===== config.mk =====
export PLATFORM = sky130hd
export DESIGN_NAME = mline_flush_ctrl
export DESIGN_NICKNAME = d
export VERILOG_FILES = /design/src/rtl/flw_pkg.sv /design/src/rtl/flw_inflight.sv /design/src/rtl/flw_route.sv /design/src/rtl/mline_flush_ctrl.sv
export SDC_FILE = /design/constraint.sdc
export NUM_CORES = 1
export LEC_CHECK = 0
export BUFFER_PORTS_ARGS = -buffer_cell sky130_fd_sc_hd__buf_2
export CAP_MARGIN = 15
export CORE_MARGIN = 10
export CORE_UTILIZATION = 25
export CTS_CLUSTER_DIAMETER = 50
export DETAILED_ROUTE_END_ITERATION = 8
export PLACE_DENSITY = 0.56
export RECOVER_POWER = 50
export SLEW_MARGIN = 15
export SYNTH_ARGS = -nofsm -noshare
export SYNTH_HDL_FRONTEND = slang
export SYNTH_SLANG_ARGS = --single-unit

===== constraint.sdc =====
create_clock -name clk -period 3.4 [get_ports clk]
set_input_delay 0.51 -clock clk [delete_from_list [all_inputs] [get_ports clk]]
set_output_delay 0.51 -clock clk [all_outputs]
set_load 0.02 [all_outputs]

===== src/rtl/flw_pkg.sv =====
// Shared types for the modified-line flush controller.
// Assumes a 2-bit line state encoding fixed by the array interface.
package flw_pkg;

    typedef enum logic [1:0] {
        ST_INV   = 2'd0,
        ST_CLEAN = 2'd1,
        ST_MOD   = 2'd2
    } line_st_t;

    typedef enum logic [2:0] {
        FS_IDLE  = 3'd0,
        FS_SCAN  = 3'd1,
        FS_SEND  = 3'd2,
        FS_WB    = 3'd3,
        FS_DRAIN = 3'd4
    } flw_state_t;

endpackage


===== src/rtl/flw_inflight.sv =====
// Counter of transfers accepted by the network but not yet confirmed
// installed at their destination. Assumes a confirmation never arrives
// without a matching earlier acceptance.
module flw_inflight #(
    parameter int CNT_W = 6
) (
    input  logic clk,
    input  logic rst_n,
    input  logic inc_i,
    input  logic dec_i,
    output logic zero_o
);
    localparam logic [CNT_W-1:0] CNT_MAX = {CNT_W{1'b1}};

    logic [CNT_W-1:0] cnt_q;

    // Track outstanding transfers; simultaneous inc and dec cancel.
    always_ff @(posedge clk) begin
        if (!rst_n) begin
            cnt_q <= '0;
        end else if (inc_i && !dec_i) begin
            cnt_q <= cnt_q + 1'b1;
        end else if (dec_i && !inc_i) begin
            cnt_q <= cnt_q - 1'b1;
        end
    end

    assign zero_o = (cnt_q == '0);


    no_underflow_chk: assert property (@(posedge clk) disable iff (!rst_n)
        (dec_i && !inc_i) |-> (cnt_q != '0));


    no_overflow_chk: assert property (@(posedge clk) disable iff (!rst_n)
        (inc_i && !dec_i) |-> (cnt_q != CNT_MAX));

endmodule


===== src/rtl/flw_route.sv =====
// Decides what happens to a line given its state and home core.
// In walk use only remote modified lines move; in victim use a local
// modified line goes to memory instead. Purely combinational.
module flw_route
    import flw_pkg::*;
#(
    parameter int CORE_W     = 4,
    parameter int LOCAL_CORE = 0
) (
    input  line_st_t           st_i,
    input  logic [CORE_W-1:0]  home_i,
    input  logic               victim_i,
    output logic               fwd_o,
    output logic               wb_o
);
    localparam logic [CORE_W-1:0] LOCAL_ID = CORE_W'(LOCAL_CORE);

    logic is_mod;
    logic remote;

    // Classify the line and pick its destination.
    always_comb begin
        is_mod = (st_i == ST_MOD);
        remote = (home_i != LOCAL_ID);
        fwd_o  = is_mod && remote;
        wb_o   = is_mod && !remote && victim_i;
    end

endmodule


===== src/rtl/mline_flush_ctrl.sv =====
// Walks the local L2 tag/state array after a halt and start command and
// sends modified remote-home lines to their home tile. It also installs
// lines forwarded by other tiles and forwards or writes back modified
// victims. The mode flips to shared-cache when walk, in-flight transfers
// and peers are all quiet. Assumes a combinational array read and TLB
// lookup, and a direct-mapped array indexed by low address bits.
module mline_flush_ctrl
    import flw_pkg::*;
#(
    parameter int NUM_LINES  = 16,
    parameter int ADDR_W     = 12,
    parameter int CORE_W     = 4,
    parameter int LOCAL_CORE = 3,
    parameter int CNT_W      = 6
) (
    input  logic                         clk,
    input  logic                         rst_n,
    input  logic                         halted_i,
    input  logic                         start_i,
    input  logic                         peers_idle_i,
    output logic [$clog2(NUM_LINES)-1:0] arr_idx_o,
    input  logic [ADDR_W-1:0]            arr_tag_i,
    input  logic [1:0]                   arr_st_i,
    output logic                         arr_we_o,
    output logic [ADDR_W-1:0]            arr_wtag_o,
    output logic [1:0]                   arr_wst_o,
    output logic [ADDR_W-1:0]            tlb_tag_o,
    input  logic [CORE_W-1:0]            tlb_home_i,
    output logic                         xfer_valid_o,
    output logic [ADDR_W-1:0]            xfer_tag_o,
    output logic [CORE_W-1:0]            xfer_dest_o,
    input  logic                         xfer_ack_i,
    input  logic                         xfer_cmp_i,
    output logic                         wb_valid_o,
    output logic [ADDR_W-1:0]            wb_tag_o,
    input  logic                         wb_ack_i,
    input  logic                         in_valid_i,
    input  logic [ADDR_W-1:0]            in_tag_i,
    output logic                         in_ready_o,
    output logic                         busy_o,
    output logic                         local_idle_o,
    output logic                         mode_shared_o
);
    localparam int                IDX_W    = $clog2(NUM_LINES);
    localparam logic [IDX_W-1:0]  LAST_IDX = IDX_W'(NUM_LINES - 1);
    localparam logic [CORE_W-1:0] LOCAL_ID = CORE_W'(LOCAL_CORE);

    flw_state_t        state_q;
    flw_state_t        resume_st;
    logic [IDX_W-1:0]  idx_q;
    logic              walked_q;
    logic [ADDR_W-1:0] hold_tag_q;
    logic [CORE_W-1:0] hold_home_q;
    logic              mode_q;
    logic              accept;
    logic              fwd;
    logic              wb;
    logic              scan_move;
    logic              ctr_zero;
    logic              finish;

    // Route decision for the line currently on the array read port.
    flw_route #(.CORE_W(CORE_W), .LOCAL_CORE(LOCAL_CORE)) u_route (
        .st_i     (line_st_t'(arr_st_i)),
        .home_i   (tlb_home_i),
        .victim_i (accept),
        .fwd_o    (fwd),
        .wb_o     (wb)
    );

    // Outstanding transfer tracking for global completion.
    flw_inflight #(.CNT_W(CNT_W)) u_inflight (
        .clk    (clk),
        .rst_n  (rst_n),
        .inc_i  (xfer_valid_o && xfer_ack_i),
        .dec_i  (xfer_cmp_i),
        .zero_o (ctr_zero)
    );

    // Array port steering: incoming installs win over the walk step.
    always_comb begin
        in_ready_o = (state_q == FS_SCAN) || (state_q == FS_DRAIN);
        accept     = in_ready_o && in_valid_i;
        arr_idx_o  = accept ? in_tag_i[IDX_W-1:0] : idx_q;
        tlb_tag_o  = arr_tag_i;
        scan_move  = (state_q == FS_SCAN) && !accept && fwd;
        arr_we_o   = accept || scan_move;
        arr_wtag_o = accept ? in_tag_i : arr_tag_i;
        arr_wst_o  = accept ? ST_MOD : ST_INV;
    end

    // Request ports, status and completion condition.
    always_comb begin
        xfer_valid_o  = (state_q == FS_SEND);
        xfer_tag_o    = hold_tag_q;
        xfer_dest_o   = hold_home_q;
        wb_valid_o    = (state_q == FS_WB);
        wb_tag_o      = hold_tag_q;
        busy_o        = (state_q != FS_IDLE);
        local_idle_o  = (state_q == FS_DRAIN) && ctr_zero;
        finish        = local_idle_o && !in_valid_i && peers_idle_i;
        mode_shared_o = mode_q;
        resume_st     = walked_q ? FS_DRAIN : FS_SCAN;
    end

    // Walk sequencer, request holding registers and mode register.
    always_ff @(posedge clk) begin
        if (!rst_n) begin
            state_q     <= FS_IDLE;
            idx_q       <= '0;
            walked_q    <= 1'b0;
            hold_tag_q  <= '0;
            hold_home_q <= '0;
            mode_q      <= 1'b0;
        end else begin
            case (state_q)
                FS_IDLE: begin
                    if (start_i && halted_i && !mode_q) begin
                        state_q  <= FS_SCAN;
                        idx_q    <= '0;
                        walked_q <= 1'b0;
                    end
                end
                FS_SCAN, FS_DRAIN: begin
                    hold_tag_q  <= arr_tag_i;
                    hold_home_q <= tlb_home_i;
                    if (accept) begin
                        if (fwd) begin
                            state_q <= FS_SEND;
                        end else if (wb) begin
                            state_q <= FS_WB;
                        end
                    end else if (state_q == FS_SCAN) begin
                        idx_q <= idx_q + 1'b1;
                        if (idx_q == LAST_IDX) begin
                            walked_q <= 1'b1;
                        end
                        if (fwd) begin
                            state_q <= FS_SEND;
                        end else if (idx_q == LAST_IDX) begin
                            state_q <= FS_DRAIN;
                        end
                    end else if (finish) begin
                        mode_q  <= 1'b1;
                        state_q <= FS_IDLE;
                    end
                end
                FS_SEND: begin
                    if (xfer_ack_i) begin
                        state_q <= resume_st;
                    end
                end
                FS_WB: begin
                    if (wb_ack_i) begin
                        state_q <= resume_st;
                    end
                end
                default: state_q <= FS_IDLE;
            endcase
        end
    end


    xfer_hold_chk: assert property (@(posedge clk) disable iff (!rst_n)
        (xfer_valid_o && !xfer_ack_i) |=>
        (xfer_valid_o && $stable(xfer_tag_o) && $stable(xfer_dest_o)));


    wb_hold_chk: assert property (@(posedge clk) disable iff (!rst_n)
        (wb_valid_o && !wb_ack_i) |=> (wb_valid_o && $stable(wb_tag_o)));


    xfer_dest_chk: assert property (@(posedge clk) disable iff (!rst_n)
        xfer_valid_o |-> (xfer_dest_o != LOCAL_ID));


    mode_sticky_chk: assert property (@(posedge clk) disable iff (!rst_n)
        mode_shared_o |=> mode_shared_o);


    mode_gate_chk: assert property (@(posedge clk) disable iff (!rst_n)
        $rose(mode_shared_o) |-> $past(peers_idle_i && local_idle_o && !in_valid_i));


    start_ignore_chk: assert property (@(posedge clk) disable iff (!rst_n)
        (!busy_o && start_i && !halted_i) |=> !busy_o);


    one_request_chk: assert property (@(posedge clk) disable iff (!rst_n)
        !(xfer_valid_o && wb_valid_o) && !(in_ready_o && (xfer_valid_o || wb_valid_o)));

endmodule


## Yosys cells after proc, flatten, opt, wreduce, memory -nomap -nowiden

Cells that the tools add are included.

- Register bits after elaboration: 31
- Latch bits: 0
- Memory bits (writable): 0
- Bits in read-only memories: 0
- Input port bits: 39
- Output and inout port bits: 65
- Logic and storage cells: 86
- Memories kept: 0

- Add/sub/neg operators: 3
- Multipliers: 0
- Divide/modulo/power cells: 0
- $lt $le $gt $ge: 0
- Equality and inequality tests: 16
- Shifts and indexed selects: 0
- Mux-type cells: 26
- Bitwise operators: 2
- Reduce and logical (&&, ||, !) cells: 32

Operators with widths:

| operator | count |
|---|---|
| $mux 3 | 11 |
| $mux 4 | 4 |
| $logic_and 1x1->1 | 14 |
| $mux 12 | 1 |
| $mux 6 | 2 |
| $pmux 3 s4 | 1 |
| $ne 2x2->1 const B | 4 |
| $pmux 4 s2 | 1 |
| $reduce_and 4->1 | 2 |
| $add 6x1->6 const B | 1 |
| $eq 3x2->1 const B | 2 |
| $logic_not 1->1 | 6 |
| $logic_not 6->1 | 1 |
| $reduce_and 6->1 | 1 |
| $sub 6x1->6 const B | 1 |
| $ne 5x4->1 const B | 1 |
| $reduce_and 5->1 | 1 |
| $add 4x1->4 const B | 1 |
| $eq 4x4->1 const B | 1 |
| $mux 1 | 4 |
| $ne 2x1->1 const B | 2 |
| $ne 4x2->1 const B | 1 |
| $ne 4x3->1 const B | 1 |
| $ne 4x4->1 const B | 1 |
| 11 further kinds | 14 |

## Depth between registers and ports, before layout

- Word-level depth: 8
- Depth in mapped cells: 12
- Depth with buffers taken out: 11

## By module

A second synthesis with hierarchy kept.

- Cell total of the unflattened synthesis: 246
- Area total of the unflattened synthesis: 2013.2 um^2

Modules (own cells, without submodules):

| module | instances | cells each | area an instance (um^2) | seq. area each (um^2) |
|---|---|---|---|---|
| mline_flush_ctrl | 1 | 191 | 1541.5 | 500.5 |
| flw_inflight | 1 | 52 | 441.7 | 120.1 |
| flw_route | 1 | 3 | 30.0 | 0.0 |

## Worst setup path before layout

OpenSTA, ideal clock, no wires.

- Path type: register to register
- From: reg state_q[2]
- To: reg u_inflight.cnt_q[5]
- Library setup time: 115 ps
- Arrival time: 2736 ps
- Data required time: 3285 ps
- Setup slack: 549 ps
- Stages on the path, launching flop included: 13
- Path buffers: 1
- Clock period less this slack: 2851 ps
- Cells stage by stage: dfxtp_1 -> buf_4 -> nand2b_1 -> nor2_1 -> and2_1 -> ha_1 -> inv_1 -> ha_1 -> or4_1 -> a311o_1 -> o311ai_1 -> xor2_1 -> and2_1

- Cells in the longest elaborated chain, start to end: 5
- Elaborated cells on any way between the ends: 7
- Those cells by class: eq/ne: 1; mux: 1; reduce/logical: 5

Ends and longest elaborated chain:

| item | line | text |
|---|---|---|
| start, declared | mline_flush_ctrl.sv:48 | `flw_state_t state_q;` |
| start signal, assigned | mline_flush_ctrl.sv:150 | `state_q <= resume_st;` |
| start signal, assigned | mline_flush_ctrl.sv:155 | `state_q <= resume_st;` |
| $eq 3x2->1 (*) | mline_flush_ctrl.sv:94 | `xfer_valid_o = (state_q == FS_SEND);` |
| net xfer_valid_o | mline_flush_ctrl.sv:29 | `output logic xfer_valid_o,` |
| $logic_and 1x1->1 (*) | mline_flush_ctrl.sv:75 | `.inc_i (xfer_valid_o && xfer_ack_i),` |
| $logic_not 1->1 | flw_inflight.sv:23 | `end else if (dec_i && !inc_i) begin` |
| $logic_and 1x1->1 | flw_inflight.sv:23 |  |
| $reduce_bool 2->1 (no line) | -- |  |
| end signal, assigned | flw_inflight.sv:22 | `cnt_q <= cnt_q + 1'b1;` |
| end signal, assigned | flw_inflight.sv:24 | `cnt_q <= cnt_q - 1'b1;` |
| end, declared | flw_inflight.sv:15 | `logic [CNT_W-1:0] cnt_q;` |

The timed path passes the listed nets; every way through them passes the cells marked *.
A chain may end at the register's enable or synchronous reset.

## Final worst setup path

- From: reg state_q[1]
- To: reg u_inflight.cnt_q[5]

- Cells in the longest elaborated chain, start to end: 5
- Elaborated cells on any way between the ends: 7
- Those cells by class: eq/ne: 1; mux: 1; reduce/logical: 5

Ends and longest elaborated chain:

| item | line |
|---|---|
| $eq 3x2->1 (*) | mline_flush_ctrl.sv:94 |
| $logic_and 1x1->1 (*) | mline_flush_ctrl.sv:75 |
| $logic_not 1->1 | flw_inflight.sv:23 |
| $logic_and 1x1->1 | flw_inflight.sv:23 |
| $reduce_bool 2->1 (no line) | -- |

Every way passes the cells marked *; elsewhere a longest branch is shown, timed or not.

==> impl_metrics.tcl <==
set metrics [dict create \
    rsz0062_at_grt "no" \
    cts-root-buf "clkbuf_8" \
    seqCellArea_sq_um 621 \
    cts_tree "done" \
    synth_edf_count 0 \
    cp-start-kind "flip-flop" \
    synth.distinct_cells 46 \
    hpwl_um 4530 \
    grtUsageTotal_pct 9.15 \
    dominantRegCellSynth "dfxtp_1" \
    cts_hold_buf 0 \
    period_minus_slack_ns 2.84 \
    ctsHtreeMaxLevel 2 \
    clock_latency_ns 0.28 \
    area_growth_pct 23.2 \
    drive_gt1_share_pct 30.0 \
    clock_sinks 31 \
    final_hold_viol_count 0 \
    cts.clk_slew.worst_paths_ns 0.07 \
    multi_input_comb_area_sq_mm 0.00116 \
    critPathMaxStageDelay_ns 0.52 \
    antenna_cells 0 \
    finalWirelength_um 5660 \
    nets 352 \
    numCtsBuffers 5 \
    cp-end-kind "flip-flop" \
    die_area_sq_mm 0.0123 \
    placedCellCount 404 \
    cp_data_arrival_time_ns 3.01 \
    crit_chain "nand2b_1 -> nor2_1 -> and2_1 -> ha_1 -> inv_1 -> ha_1 -> or4_1 -> a311o_1 -> o311ai_1 -> xor2_1 -> and2_1" \
    synthArstFlopShare_pct 0 \
    viasPerCell 4.32 \
    ys_ff_latch 31 \
    grt_max_degree 33 \
    fp.dieH_um 111 \
    cts_resized 0 \
    post-cts-setup-buffers 0 \
    fmax_mhz 353 \
    grt_pass1_vias 1931 \
    post_layout_nonfiller_instances 412 \
    drtIter0Drc 46 \
    seq_area_frac_synth_pct 30.0 \
    peakVddDrop_v 0.000259 \
    power_density_mw_per_mm2 740 \
    vias 1778 \
    setup_violations 0 \
    worst_slew_pin_slew_ns 0.709 \
    period_share_pct 83.4 \
    fin_setup_tns_ns 0 \
    cp_data_required_time_ns 3.58 \
    ant_nets 0 \
    wl_per_cell_um 13.7 \
    drt-pass1-iter-count 4 \
    syn_area_per_cell_sq_um 9.03 \
    syn-instance-count 229 \
    cap_violations 0 \
    grt_first_pass_wirelength_um 9670 \
    synth_top_cell_area_share_pct 30.0 \
    syn-num-nets 275 \
    rows 33 \
    yosysWarnings 0 \
    synth_commonest_cells "dfxtp_1, buf_4, mux2i_1, nor2b_1, mux2_2" \
    antenna_found_initial 0 \
    status "finished clean" \
    max_slew_margin_pct 52.6 \
    hp-class "in -> reg" \
    crit_path_max_fanout 11 \
    yosysMostFrequentCell "dfxtp_1" \
    fp.coreArea_sq_mm 0.00813 \
    gp_congestion 0.753 \
    grt-ovfl-total 0 \
    port_buffers 102 \
    initial_core_util_pct 25.4 \
    drc 0 \
    yosys.area.top_type "dfxtp_1" \
    power_leakage_uw 0.00107 \
    boundaryPins 104 \
    synth_area_leaders "dfxtp_1, buf_4, mux2i_1" \
    die_w_um 111 \
    slowest_stage "dfxtp_1" \
    fill_cells 892 \
    drv_slew 0 \
    clockBufferDepth 2 \
    criticalPathCategory "reg -> reg" \
    synth_area_sq_mm 0.00207 \
    fin_skew_ns 0.00404 \
]
-- registers in the layout (all words and copies together) (netlist names) --
name	count
wb_tag_o	12
u_inflight.cnt_q	6
idx_q	4
xfer_dest_o	4
state_q	3
mode_shared_o	1
walked_q	1
-- worst max-delay path: cells and delay by family (launching register included) --
family	cells	cell delay (ns)
compound gates	2	0.37
xor+xnor	1	0.10
fa+ha+maj	2	0.51
buf+inv	1	0.13
flops	1	0.52
simple gates	5	1.09
-- cells in the final DEF, fill, tap and decap left out, types with 7 or more instances in the layout --
master / instances
buf_2: 61
clkbuf_1: 41
dfxtp_1: 31
nor2b_1: 19
mux2i_1: 19
mux2_2: 16
nand2_1: 15
nor2_1: 11
and2_1: 9
inv_1: 8
o21ai_0: 7
-- power by group --
group	total, uW	internal, uW	switching [uW]
Clock	377	237	140
Combinational	998	401	597
Sequential	509	446	63.8
Total	1880	1080	801
-- cells by family after synthesis --
logic type      share of synthesized area, %
buf+inv                                 13.5
mux                                     17.9
simple gates                            20.7
xor+xnor                                3.33
fa+ha+maj                               4.60
flops                                   30.0
compound gates                          9.74
other cells                            0.181
-- cell type report --
type / count / share of cell area (%)
tap: 105 / 5.16
clock buffer: 6 / 3.24
timing repair buffer: 106 / 19.2
inverter: 8 / 1.18
clock inverter: 2 / 1.38
sequential: 31 / 24.4
multi-input combinational: 154 / 45.5
-- worst paths after layout --
path                       from                  end  slack, ns  depth (start not counted)
hold reg to reg   mode_shared_o        mode_shared_o       0.52                          1
hold / removal    tlb_home_i[3]       xfer_dest_o[3]       0.51                          3
setup reg to reg     state_q[1]  u_inflight.cnt_q[5]       0.56                         11
setup / recovery     state_q[1]  u_inflight.cnt_q[5]       0.56                         11
-- metal layers --
metal | GRT usage (%) | routed length (um) | vias to the layer above | part of all wire [%]
li1 | - | - | 911 | -
met1 | 9.91 | 2310 | 814 | 41
met2 | 16.1 | 2940 | 51 | 52
met3 | 2.92 | 355 | 2 | 6.3
met4 | 3.56 | 54 | 0 | 0.95
met5 | 0 | 0 | - | 0
-- stage by stage --
| stage | cell area (sq um) | hold WS (ns) | worst slack, ns | total power, uW | util [%] |
|---|---|---|---|---|---|
| floorplan | 2070 | 0.482 | 0.549 | 1330 | - |
| global placement | 2500 | 0.495 | 0.594 | 1560 | 30.7 |
| detailed placement | 2500 | 0.501 | 0.573 | 1570 | 30.7 |
| CTS | 2610 | 0.493 | 0.526 | 1960 | 32.1 |
| global route | 2550 | 0.514 | 0.326 | 2040 | 31.3 |
| finish | 2550 | 0.506 | 0.563 | 1880 | 31.3 |
No activity file was read; power rests on OpenSTA's default activity.
